===== src/rtl/quad_div4_pkg.sv =====
package quad_div4_pkg;

  // Ring state: i = in-phase output, q = quadrature output
  typedef struct packed {
    logic i;
    logic q;
  } qd_pair_t;

  localparam qd_pair_t QD_START = '{i: 1'b0, q: 1'b0};
  localparam qd_pair_t QD_LAST  = '{i: 1'b0, q: 1'b1};

  // One step of the twisted ring: i takes the inverse of q, q takes i.
  function automatic qd_pair_t qd_step(input qd_pair_t cur);
    qd_pair_t nxt;
    nxt.i = ~cur.q;
    nxt.q = cur.i;
    return nxt;
  endfunction

  // True when the next step lands on the start state.
  function automatic logic qd_closes(input qd_pair_t cur);
    return cur == QD_LAST;
  endfunction

endpackage


===== src/rtl/quad_div4_prescale.sv =====
module quad_div4_prescale #(
  parameter int STAGES = 2
) (
  input  logic clk_i,
  input  logic rst_i,
  output logic tc_o
);
  logic [STAGES:0]   en_chain;
  logic [STAGES-1:0] tog_all;

  assign en_chain[0] = 1'b1;

  generate
    for (genvar k = 0; k < STAGES; k++) begin : g_stage
      logic t_q;
      always_ff @(posedge clk_i) begin
        if (rst_i)            t_q <= 1'b0;
        else if (en_chain[k]) t_q <= ~t_q;
      end
      assign en_chain[k+1] = en_chain[k] & t_q;
      assign tog_all[k]    = t_q;
    end
  endgenerate

  assign tc_o = en_chain[STAGES];


  pre_wraps_to_zero_chk: assert property (@(posedge clk_i) disable iff (rst_i)
    tc_o |=> (tog_all == '0));


  pre_reset_clear_chk: assert property (@(posedge clk_i)
    rst_i |=> (tog_all == '0));
endmodule


===== src/rtl/quad_div4_ring.sv =====
module quad_div4_ring
  import quad_div4_pkg::*;
(
  input  logic     clk_i,
  input  logic     rst_i,
  input  logic     adv_i,
  output qd_pair_t pair_o,
  output logic     wrap_o
);
  qd_pair_t st_q;
  logic     wrap_q;
  logic     closing;

  assign closing = adv_i & qd_closes(st_q);

  always_ff @(posedge clk_i) begin
    if (rst_i) begin
      st_q   <= QD_START;
      wrap_q <= 1'b0;
    end else begin
      if (adv_i) st_q <= qd_step(st_q);
      wrap_q <= closing;
    end
  end

  assign pair_o = st_q;
  assign wrap_o = wrap_q;


  q_lags_i_chk: assert property (@(posedge clk_i) disable iff (rst_i)
    (adv_i && !rst_i) |=> (st_q.q == $past(st_q.i)));


  gray_step_chk: assert property (@(posedge clk_i) disable iff (rst_i)
    !rst_i |=> ($countones(st_q ^ $past(st_q)) <= 1));


  hold_when_idle_chk: assert property (@(posedge clk_i) disable iff (rst_i)
    (!adv_i && !rst_i) |=> $stable(st_q));


  wrap_at_start_chk: assert property (@(posedge clk_i) disable iff (rst_i)
    wrap_q |-> (st_q == QD_START));


  wrap_single_chk: assert property (@(posedge clk_i) disable iff (rst_i)
    wrap_q |=> !wrap_q);
endmodule


===== src/rtl/quad_div4_gen.sv =====
module quad_div4_gen
  import quad_div4_pkg::*;
#(
  parameter int PRE_STAGES = 2
) (
  input  logic clk_i,
  input  logic rst_i,
  input  logic lowband_i,
  output logic ph_i_o,
  output logic ph_q_o,
  output logic wrap_o
);
  logic     lowband_q;
  logic     pre_tc;
  logic     ring_adv;
  qd_pair_t pair;

  // Mode is captured only while reset is held.
  always_ff @(posedge clk_i) begin
    if (rst_i) lowband_q <= lowband_i;
  end

  quad_div4_prescale #(.STAGES(PRE_STAGES)) u_pre (
    .clk_i (clk_i),
    .rst_i (rst_i),
    .tc_o  (pre_tc)
  );

  assign ring_adv = lowband_q ? pre_tc : 1'b1;

  quad_div4_ring u_ring (
    .clk_i  (clk_i),
    .rst_i  (rst_i),
    .adv_i  (ring_adv),
    .pair_o (pair),
    .wrap_o (wrap_o)
  );

  assign ph_i_o = pair.i;
  assign ph_q_o = pair.q;


  mode_held_chk: assert property (@(posedge clk_i) disable iff (rst_i)
    !rst_i |=> $stable(lowband_q));


  reset_outputs_chk: assert property (@(posedge clk_i)
    rst_i |=> (!ph_i_o && !ph_q_o && !wrap_o));
endmodule


===== config.mk =====
export PLATFORM = sky130hd
export DESIGN_NAME = quad_div4_gen
export DESIGN_NICKNAME = d
export VERILOG_FILES = /design/src/rtl/quad_div4_pkg.sv /design/src/rtl/quad_div4_prescale.sv /design/src/rtl/quad_div4_ring.sv /design/src/rtl/quad_div4_gen.sv
export SDC_FILE = /design/constraint.sdc
export NUM_CORES = 1
export LEC_CHECK = 0
export BUFFER_PORTS_ARGS = -buffer_cell sky130_fd_sc_hd__buf_2
export CAP_MARGIN = 20
export CORE_AREA = 2 2 39 41
export DETAILED_ROUTE_END_ITERATION = 16
export DIE_AREA = 0 0 41 43
export PLACE_DENSITY = 0.34
export SLEW_MARGIN = 20
export SYNTH_ARGS = -nofsm -noshare
export SYNTH_HDL_FRONTEND = slang
export SYNTH_SLANG_ARGS = --single-unit

===== constraint.sdc =====
create_clock -name clk_i -period 2.5 [get_ports clk_i]
set_input_delay 0.25 -clock clk_i [delete_from_list [all_inputs] [get_ports clk_i]]
set_output_delay 0.25 -clock clk_i [all_outputs]
set_load 0.1 [all_outputs]

==> metrics list <==
* Status: complete, no violations
* Flip-flop and latch count after synthesis: 6
* Boundary pin count: 6
- The worst register-to-register path begins at lowband_q$_DFFE_PP_.
* Effective utilization at floorplan: 15.0%
- Peak ir drop on the vdd network: 0.187 mV
- The die covers 1760 um2.
- Worst R2R End: u_ring.pair_o[0]$_SDFFE_PP0P_
* Placed instance count: 37
- Area after DPL: roughly 250 um2
- Final Wtd Congestion: 0.636
- Counting along the longest clock path gives a buffer depth of 2.
- Net count after synthesis: 19
- Setup repair after global routing left no endpoint under its margin.
* Share of cells above drive strength 1: 40.0%
- Yosys warns: 0
- # hold bufs at CTS: 0
- In this run the horizontal extent of the chip is between 40 and 50 um.
* Sequential share of power: roughly 43%
- Net load switching power: 0.0790 mW
- # clock sinks: 6
- Worst R2R Setup Slack: 1630 ps
* Max-cap violation count: 0
* Cell Area, Synth: 208 um2
* Gr ovfl total: 0
- TritonCTS built the clock tree.
- Via count of the first global-routing pass: 153
- Net switching is 30.5% of the power.
- Cell depth of the worst hold path: 1
* P per Cell Area: 927 nW/um2
- Overall Power: ~0.26 mW
- Drt total wl: 345 um
- At the end of the flow, the number of nets in the layout was 29.
* Number of fill cells: 154
- Most area-hungry cell type in the Yosys netlist: sky130_fd_sc_hd__dfxtp_1
- In the final routed layout, each cell accounts on average for 8.41 um.
- The number of antenna violations at the first check in global routing was 0.
* Slew headroom: 67.8%
- Cells fill 20.2% of the core in the end.
* Final-layout worst hold slack: approximately 180 ps
- Synth unique cells: 9
- Among cell families on the critical path, the largest total delay comes from buffers and inverters.
- Final hold violation count: 0
- Arrival time worst endpoint: 1030 ps
- The cell sitting at the root of the clock tree is a sky130_fd_sc_hd__clkbuf_4.
- Data required, critical path: roughly 2300 ps
- The detailed router finished its first iteration with 3 violations.
- In this run the static leakage power is around 0.12 nW.
* Startpoint type of the worst setup path: register
* Clock network latency to the later pin of the worst-skew pair: 250 ps
- The number of pins exceeding their max-slew limit in the final report came to 0.
- The signal on the critical path passes through buf_2.
- Number of instances resized during post-cts repair: 0
* Terminating pin of the worst hold path: lowband_q$_DFFE_PP_
- After floorplanning, the core was sized to cover 1380 um2.
- Crit path setup slack, layout: 1220 ps
- After routing the design area is 279 um2.
- In the final timing run, aggregate negative setup slack is 0 ps.
* Biggest fanout along the worst timing path: 3
- Delay contributed by the slowest stage of the critical path: 440 ps
- For this run, the total global-route usage over all layers was measured as approximately 6.1%.
- H-Tree Depth: 1
* Tcrit/Tclk final: 51.2%
* Post-route DRC violation count: 0
- Area contributors post-synth: sky130_fd_sc_hd__dfxtp_1, sky130_fd_sc_hd__edfxtp_1, sky130_fd_sc_hd__mux2i_1, sky130_fd_sc_hd__nand2b_1, sky130_fd_sc_hd__nor3b_2
- Setup violations remaining at the end of the flow were counted as 0.
* Kind of capture point of the worst setup path: primary output
- Buffers placed on the I/O ports in this run total 5.
- Count of mapped cells out of synthesis: 16
- Kind of critical path: reg2out
- Compared with the post-synthesis result, the final layout area differs by 34.3%.
- The internal power of the cells totals 0.180 mW.
- The clock arrives with 4.56 ps of skew.
* Number of routed nets with antenna violations: 0
- Worst-Margin Slew: 486 ps
* Hold crit path type: in2reg
* Post-synthesis area per instance: around 13 um2
- Sequential cells were found to cover 62.7% of the synthesized design area.
- Clock buffer count from CTS: 3
* Largest net degree at the start of global routing: 7
* Clock power share: 38.0%
* First-pass GRT wire length: 586 um
- The floorplan has 14 rows.
- Most frequent cells in the layout: sky130_fd_sc_hd__buf_2, sky130_fd_sc_hd__dfxtp_1, sky130_fd_sc_hd__clkbuf_4
* Minimum clock period after layout: 1280 ps
- After clock tree synthesis, the setup repair step added 0 buffers.
* Routed vias: 141
* Portion of total power attributed to combinational logic: 18.8%
- Post-DR vias/cell: 3.44
- Slowest stage cell, crit path: sky130_fd_sc_hd__buf_2
* Clock edge transition at the registers on the reported setup and hold paths: 50 ps
- Buffers and inverters on the worst path: 1
- The die is 43 um tall.
* Post-route insts no fill: 41
- Worst min-delay path startpoint: lowband_i
* Highest clock frequency the design can meet: 781 MHz
* Fraction of synthesized cell area taken by the top area cell type: 48.2%
- Post-Place Worst Slack: between 1000 and 1500 ps
- Measured in cells, the most critical reg-to-reg path has a length of 2.
* Drt first pass iters: 2
- The number of antenna diodes in the final layout is 0.
## Yosys cell counts, drive strengths merged
cell type	number
edfxtp	1
nor3b	1
mux2i	2
nor2	2
dfxtp	5
nand2b	2
a21bo	1
xnor2	1
or2	1
## layer usage
| metal | routed length (um) | global-route usage, % | up-vias |
|---|---|---|---|
| met5 | 0 | 0 | - |
| met4 | 5 | 10.0 | 0 |
| met3 | 24 | 4.71 | 2 |
| met2 | 195 | 6.56 | 2 |
| met1 | 120 | 5.18 | 67 |
| li1 | - | - | 70 |
## sequential cells by signal, indices dropped and copies added (netlist names)
| name | flops |
|---|---|
| lowband_q | 1 |
| u_pre.g_stage.t_q | 2 |
| u_ring.pair_o | 2 |
| u_ring.wrap_o | 1 |
## final cells by class
class / count / area (um2) / share of cell area, %
flip-flops and latches: 6 / 130 / 46.6
multi-input cells: 10 / 77.6 / 27.8
clock buffers: 4 / 26.3 / 9.42
repair buffers: 5 / 25.0 / 8.97
well taps: 16 / 20.0 / 7.17
## power groups by stage
stage          logic [mW]  clock network (mW)  registers [mW]
2_1_floorplan      0.0124                   0           0.141
3_3_place_gp       0.0482                   0           0.113
3_5_place_dp       0.0490                   0           0.114
4_1_cts            0.0491               0.104           0.112
5_1_grt            0.0506               0.110           0.113
6_report           0.0485              0.0982           0.112
## worst max-delay path by stage
stage,cells after the start,to,startpoint,slack [ps]
after floorplan,2,u_ring.wrap_o$_SDFF_PP0_,u_ring.pair_o[0]$_SDFFE_PP0P_,1150
after global placement,1,ph_i_o,u_ring.pair_o[1]$_SDFFE_PP0P_,1480
after detailed placement,1,ph_i_o,u_ring.pair_o[1]$_SDFFE_PP0P_,1470
after CTS,1,ph_i_o,u_ring.pair_o[1]$_SDFFE_PP0P_,1200
after global routing,1,ph_q_o,u_ring.pair_o[0]$_SDFFE_PP0P_,1180
final,1,ph_i_o,u_ring.pair_o[1]$_SDFFE_PP0P_,1220
## cells by family (layout without fill, tap and decap cells)
family | after synthesis | count (layout) | share of synthesized area, %
muxes | 2 | 2 | 9.64
buffers and inverters | 0 | 9 | 0
and+or+nand+nor | 6 | 6 | 18.7
xor gates and xnor gates | 1 | 1 | 4.22
DFF | 6 | 6 | 62.7
AOI/OAI and AO/OA | 1 | 1 | 4.82
No activity file was read; power rests on OpenSTA's default activity.
